## src/rtl/pktchk_pkg.sv

```systemverilog
`timescale 1ns/1ps
package pktchk_pkg;

  // one flag per failure kind
  typedef struct packed {
    logic len;
    logic seq;
    logic pay;
    logic frame;
    logic crc;
  } pkt_err_t;

  localparam logic [31:0] CRC_PRESET = 32'hFFFF_FFFF;
  localparam logic [31:0] CRC_POLY_R = 32'hEDB8_8320;

  // reflected CRC-32, one byte, LSB first
  function automatic logic [31:0] crc32_step(input logic [31:0] crc, input logic [7:0] din);
    logic [31:0] c;
    c = crc ^ {24'h0, din};
    for (int b = 0; b < 8; b++) begin
      c = c[0] ? ((c >> 1) ^ CRC_POLY_R) : (c >> 1);
    end
    return c;
  endfunction

endpackage

```

## src/rtl/pktchk_fields.sv

```systemverilog
`timescale 1ns/1ps
module pktchk_fields
  import pktchk_pkg::*;
#(
  parameter int unsigned PKT_LEN = 100,
  parameter int unsigned IDX_W   = 8
) (
  input  logic [IDX_W-1:0] idx,
  input  logic [7:0]       din,
  input  logic             sof,
  input  logic             eof,
  input  logic [23:0]      hdr_sh,
  input  logic [31:0]      exp_seq,
  input  logic [31:0]      crc_val,
  output logic [31:0]      word,
  output pkt_err_t         err
);

  localparam logic [IDX_W-1:0] LEN_I  = IDX_W'(PKT_LEN);
  localparam logic [IDX_W-1:0] LAST_I = IDX_W'(PKT_LEN + 3);

  logic [1:0]  ck;
  logic [31:0] crc_sel;
  logic        in_pay, in_sum;

  assign word    = {din, hdr_sh};
  assign in_pay  = (idx >= IDX_W'(8)) && (idx < LEN_I);
  assign in_sum  = (idx >= LEN_I);
  assign ck      = 2'(idx - LEN_I);
  assign crc_sel = crc_val << {ck, 3'b000};

  always_comb begin
    err       = '0;
    err.len   = (idx == IDX_W'(3)) && (word != 32'(PKT_LEN));
    err.seq   = (idx == IDX_W'(7)) && (word != exp_seq);
    err.pay   = in_pay && (din != idx[7:0]);
    err.crc   = in_sum && (din != crc_sel[31:24]);
    err.frame = (sof != (idx == '0)) || (eof != (idx == LAST_I));
  end

endmodule

```

## config.mk

```make
export PLATFORM = sky130hd
export DESIGN_NAME = pktchk_fields
export DESIGN_NICKNAME = d
export VERILOG_FILES = /design/src/rtl/pktchk_pkg.sv /design/src/rtl/pktchk_fields.sv
export SDC_FILE = /design/constraint.sdc
export NUM_CORES = 1
export LEC_CHECK = 0
export BUFFER_PORTS_ARGS = -buffer_cell sky130_fd_sc_hd__buf_2
export CAP_MARGIN = 20
export CORE_ASPECT_RATIO = 0.75
export CORE_MARGIN = 5
export CORE_UTILIZATION = 37
export DETAILED_ROUTE_END_ITERATION = 8
export GPL_ROUTABILITY_DRIVEN = 1
export MAX_ROUTING_LAYER = met4
export PLACE_DENSITY = 0.95
export SYNTH_ARGS = -nofsm -noshare
export SYNTH_HDL_FRONTEND = slang
export SYNTH_SLANG_ARGS = --single-unit
```

## constraint.sdc

```tcl
create_clock -name vclk -period 2.1
set_clock_uncertainty 0.05 [all_clocks]
set_input_delay 0.21 -clock vclk [all_inputs]
set_output_delay 0.21 -clock vclk [all_outputs]
set_load 0.02 [all_outputs]
```

==> metrics.md, run 1 <==
| Metric | Value |
|---|---|
| Max Clk Rate | `approximately 0.52 GHz` |
| HP Start | `hdr_sh[14]` |
| WP data arrival | `about 1.7 ns` |
| Hold Crit Class | `in2out` |
| Synth cell types | `22` |
| DRT antenna net count | `0` |
| Highest-delay cell along the critical path | `mux4_1` |
| Share of the yosys chip area belonging to registers | `0%` |
| Crit path time final | `a little under 2 ns` |
| Routed WL | `~4400 microns` |
| Sequential cell count | `0` |
| Top Ports | `approximately 140` |
| Fin. Hold Viols | `0` |
| Final #Nets | `between 300 and 400` |
| Synth Cell Area | `0.00114 sq mm` |
| Vias in the first global route | `~1500` |
| Filler cell count | `269` |
| Area Overhead vs Synth | `45.2%` |
| Status | `finished clean` |
| Area share of the largest cell type after synthesis | `between 20% and 30%` |
| RSZ-0062 raised after global routing | `false` |
| CORE AREA | `0.00296 sq mm` |
| Final cycle utilization of the critical path | `between 90% and 100%` |
| Critical path origin | `idx[0]` |
| Syn Nets | `237` |
| Hold EP | `word[14]` |
| First-pass GRT wire length | `6450 microns` |
| Setup slack at placement | `around 0.09 ns` |
| FF+latch area | `0 sq um` |
| Final Wtd Congestion | `about 0.84` |
| Cell taking the most area after synthesis | `xnor2_1` |
| Worst-path cell chain | `clkbuf_4, mux4_1, xor2_1, nor4_1, a21oi_1, buf_2` |
| Ant diodes | `0` |
| Post-DR wirelength/cell | `roughly 16 microns` |
| Avg Inst Size Synth | `roughly 8.7 sq um` |
| Die area | `around 0.0043 sq mm` |
| Hold Crit Depth | `2` |
| Via density | `between 5 and 6` |
| Final Core Density | `56.2%` |
| Worst slew pin tran | `between 0.4 and 0.5 ns` |
| DR iter-0 viols | `21` |
| Clock Buffer Count | `0` |
| Synthesized instance count | `~130` |
| Initial Util | `around two fifths` |
| Top post-synthesis cells by area | `xnor2_1 26%, buf_4 21%, xor2_1 12%` |
| Antenna violations before repair | `0` |
| Leakage | `about 0.8 nW` |
| Post-CTS Setup Inserts | `0` |
| Share of cells above drive strength 1 | `between 60% and 70%` |
| Vias | `about 1400` |
| Max cap viols | `0` |
| Die W | `approximately 74 microns` |
| DR DRC count | `0` |
| CP peak stage delay | `0.58 ns` |
| Maximum VDD drop | `approximately 0.12 mV` |
| Die height | `between 50 and 60 microns` |
| Final Worst Setup Slack | `around 0.17 ns` |
| Worst Path Required | `about 1.8 ns` |
| Grt ovf | `0` |
| Gr usage total | `19.1%` |
| Crit path max fanout | `9` |
| Synth Warn # | `0` |
| Final Setup Violations | `0` |
| PortBufs | `approximately 140` |
| Drt pass-1 iters | `4` |
| Setup crit end kind | `output pin` |
| Crit start category | `input port` |
| Total power | `0.000370 W` |
| Total negative slack | `0 ns` |
| # rows | `17` |
| Final Max Slew Viols | `0` |
| Pwr dens | `223 mW/mm^2` |
| Rel. slew slack | `between 70 and 80%` |
| HPWL after DPL | `approximately 4000 microns` |
| WS Path Type | `in2out` |
| Largest net degree at the start of global routing | `13` |
## critical path, delay by kind of cell
kind / cells / cell delay (ns)
AND/OR/NAND/NOR: 1 / 0.26
multiplexers: 1 / 0.58
buffers and inverters: 2 / 0.37
XOR/XNOR: 1 / 0.16
AO/OA/AOI/OAI: 1 / 0.10
## power by group
part	total (W)	switching [W]	internal, W
registers	0	0	0
clock network	0	0	0
logic	0.000370	0.000184	0.000186
total	0.000370	0.000184	0.000186
## cell type report
cell class / count / area [sq um] / area share [%]
multi-input cells: 97 / 887 / 53.4
well taps: 38 / 47.5 / 2.86
repair buffers: 144 / 726 / 43.7
## repair_timing
action | 4_1_cts | 5_1_grt
hold buffers | 0 | 0
gates resized for setup | 0 | 1
setup endpoints to repair | 0 | 1
hold endpoints to repair | 0 | 0
## cells in the mapped netlist
library cell and instances:
a21oi_1 2, nand4_1 10, nor3_1 1, xnor2_1 34
nor4bb_1 1, a31oi_1 1, or4_4 1, nor4b_1 2
nor2_1 1, mux4_1 4, or3_1 1, nor4_1 13
buf_6 1, o21ai_0 1, nand4b_1 1, nand2_1 2
buf_4 32, buf_2 1, o2111a_1 1, mux4_2 4
a211oi_1 1, xor2_1 16
## placed cells by master (no fill, tap or decap)
| master | synthesis | routed |
|---|---|---|
| mux4_2 | 4 | 4 |
| xor2_1 | 16 | 16 |
| nand2_1 | 2 | 2 |
| clkbuf_4 | 0 | 1 |
| a211oi_1 | 1 | 1 |
| mux4_1 | 4 | 4 |
| nand4_1 | 10 | 10 |
| nor2_1 | 1 | 1 |
| nor4bb_1 | 1 | 1 |
| or4_4 | 1 | 1 |
| o2111a_1 | 1 | 1 |
| nor4_1 | 13 | 13 |
| nor4b_1 | 2 | 2 |
| a21oi_1 | 2 | 2 |
| nand4b_1 | 1 | 1 |
| buf_2 | 1 | 142 |
| nor3_1 | 1 | 1 |
| a31oi_1 | 1 | 1 |
| xnor2_1 | 34 | 34 |
| o21ai_0 | 1 | 1 |
| buf_4 | 32 | 1 |
| or3_1 | 1 | 1 |
## worst max path at each step
| stage | endpoint | slack (ns) | depth (start not counted) |
|---|---|---|---|
| 2_1_floorplan | err[0] | 0.38 | 5 |
| 3_3_place_gp | err[0] | 0.08 | 6 |
| 3_5_place_dp | err[0] | 0.09 | 6 |
| 4_1_cts | err[0] | 0.09 | 6 |
| 5_1_grt | err[0] | 0.05 | 6 |
| 6_report | err[0] | 0.17 | 6 |
## kinds of logic (layout without fill, tap and decap cells)
logic type             after synthesis  count (layout)  share of synthesized area (%)
AO/OA/AOI/OAI                        6               6                           3.50
XOR/XNOR                            50              50                           38.3
buffers and inverters               34             144                           22.4
multiplexers                         8               8                           17.1
AND/OR/NAND/NOR                     33              33                           18.7
## routing by layer
metal | track usage [%] | wire [microns] | vias to the layer above
li1 | - | - | 680
met1 | 21.7 | 1570 | 621
met2 | 35.5 | 2160 | 101
met3 | 2.95 | 600 | 4
met4 | 3.10 | 42 | 0
met5 | - | 0 | -
## stage by stage
stage,std cells,hold slack (ns),area [sq um]
2_1_floorplan,131,0.483,1140
3_3_place_gp,279,0.630,1660
3_5_place_dp,279,0.632,1660
4_1_cts,279,0.633,1660
5_1_grt,279,0.646,1660
6_report,279,0.631,1660
No activity file was read; power rests on OpenSTA's default activity.
==> run 2: changes to the inputs <==
--- a/config.mk
+++ b/config.mk
@@ -14,6 +14,8 @@
 export GPL_ROUTABILITY_DRIVEN = 1
 export MAX_ROUTING_LAYER = met4
 export PLACE_DENSITY = 0.95
+export RECOVER_POWER = 100
 export SYNTH_ARGS = -nofsm -noshare
 export SYNTH_HDL_FRONTEND = slang
 export SYNTH_SLANG_ARGS = --single-unit
+export TNS_END_PERCENT = 10
==> metrics.md, run 2 (synthesis results as in run 1) <==
| Metric | Value |
|---|---|
| Status | `finished clean` |
| Commonest non-fill, non-tap cell in the layout | `buf_2` |
| Die area | `0.00431 sq mm (unchanged)` |
| Die height | `58.1 microns (unchanged)` |
| Fin. Hold Viols | `0 (unchanged)` |
| Ant diodes | `0 (unchanged)` |
| RSZ-0062 raised after global routing | `false` |
| Grt ovf | `0 (unchanged)` |
| Antenna violations before repair | `0 (unchanged)` |
| Sw Ratio | `51.3% (+1.5 points)` |
| PortBufs | `143 (unchanged)` |
| Largest net degree at the start of global routing | `13 (unchanged)` |
| Crit path capture | `err[0]` |
| Final Wtd Congestion | `0.842 (unchanged)` |
| Crit start category | `input port` |
| First-pass GRT wire length | `6450 microns (unchanged)` |
| WP data arrival | `1.68 ns (about the same)` |
| Leakage | `0.710 nW (-12%)` |
| Worst Path Required | `1.84 ns (about the same)` |
| Die W | `74.2 microns (unchanged)` |
| Routed WL | `4390 microns (+0.50%)` |
| WS Path Type | `in2out` |
| Clock share of power | `0% (unchanged)` |
| Rel. slew slack | `72.2% (about the same)` |
| Critical path origin | `idx[0]` |
| Vias | `1416 (+0.71%)` |
| DR DRC count | `0 (unchanged)` |
| Setup crit end kind | `output pin` |
| Crit path time final | `1.94 ns (+0.00303 ns)` |
| Gr usage total | `19.1% (unchanged)` |
| Hold Buf Count CTS | `0 (unchanged)` |
| Initial Util | `38.7% (unchanged)` |
| Maximum VDD drop | `0.122 mV (-0.80%)` |
| Max cap viols | `0 (unchanged)` |
| Via density | `5.08 (+0.71%)` |
| Vias in the first global route | `1526 (unchanged)` |
| Register share of total power | `0% (unchanged)` |
| Total power | `0.000361 W (-2.4%)` |
| Pwr dens | `223 mW/mm^2 (+0.32%)` |
| # rows | `17 (unchanged)` |
| DR iter-0 viols | `15 (-29%)` |
| Combinational share of power | `100.0% (about the same)` |
| Post-DR wirelength/cell | `15.7 microns (+0.50%)` |
| Sequential cell count | `0 (unchanged)` |
| Top Ports | `143 (unchanged)` |
| Post-CTS Setup Inserts | `0 (unchanged)` |
| Final #Nets | `349 (unchanged)` |
| Net Sw Power | `0.000185 W (+0.60%)` |
| Drt pass-1 iters | `4 (unchanged)` |
| Commonest non-fill, non-tap cells in the layout | `105 x buf_2, 36 x clkbuf_1, 34 x xnor2_1` |
| Final Setup Violations | `0 (unchanged)` |
| Post-CTS resize count | `0 (unchanged)` |
| HPWL after DPL | `3980 microns (unchanged)` |
| CORE AREA | `0.00296 sq mm (unchanged)` |
| Area Overhead vs Synth | `41.2%` |
| FF+latch area | `0 sq um (unchanged)` |
| Max Clk Rate | `0.517 GHz (-0.16%)` |
| Share of cells above drive strength 1 | `46.9% (-15 points)` |
| Clock Buffer Count | `0 (unchanged)` |
| Worst slew pin tran | `0.414 ns (-0.000000834 ns)` |
| Hold Crit Class | `in2out` |
| HP Start | `hdr_sh[14]` |
| Internal | `0.000176 W (-5.4%)` |
| DRT antenna net count | `0 (unchanged)` |
| Final cycle utilization of the critical path | `92.2% (+0.14 points)` |
| Final Max Slew Viols | `0 (unchanged)` |
| Total negative slack | `0 ns (unchanged)` |
| Crit path max fanout | `9 (unchanged)` |
## run 2: how the worst min path moves through the flow
| stage | to | slack, ns | depth (start not counted) |
|---|---|---|---|
| after global routing | word[22] | 0.66 | 2 |
| after CTS | word[5] | 0.63 | 2 |
| after global placement | word[5] | 0.63 | 2 |
| after floorplan | word[0] | 0.48 | 1 |
| final | word[14] | 0.65 | 2 |
| after detailed placement | word[5] | 0.63 | 2 |
## run 2: power by group through the flow
stage | Sequential [W] | Clock [W] | Combinational [W]
final | 0 | 0 | 0.000361
after global routing | 0 | 0 | 0.000394
after CTS | 0 | 0 | 0.000373
after detailed placement | 0 | 0 | 0.000371
after global placement | 0 | 0 | 0.000365
after floorplan | 0 | 0 | 0.000228
## run 2: routing by layer
metal | vias to the layer above | global-route usage, % | share of wire [%] | wire (microns)
met5 | - | - | 0 | 0
met1 | 622 | 21.7 | 35 | 1530
met2 | 107 | 35.5 | 49 | 2170
li1 | 683 | - | - | -
met4 | 0 | 3.10 | 0.89 | 39
met3 | 4 | 2.95 | 15 | 651
## run 2: final cells by class
class                           count  area [sq um]
Fill cell                         289          1340
Multi-Input combinational cell     97           887
Timing Repair Buffer              144           681
Tap cell                           38          47.5
## run 2: worst max-delay path, stage by stage
cell,delay (ns)
clkbuf_4,0.20
mux4_1,0.58
xor2_1,0.16
nor4_1,0.26
a21oi_1,0.10
clkbuf_2,0.17
## run 2: per-stage QoR
step                      cell area (sq um)  hold slack, ns  cells  util (%)  worst slack, ns
after floorplan                        1140           0.483    131         -            0.378
after global placement                 1660           0.630    279      56.1           0.0789
after detailed placement               1660           0.632    279      56.1           0.0925
after CTS                              1660           0.633    279      56.1           0.0892
after global routing                   1620           0.661    279      54.6           0.0477
final                                  1620           0.648    279      54.6            0.165
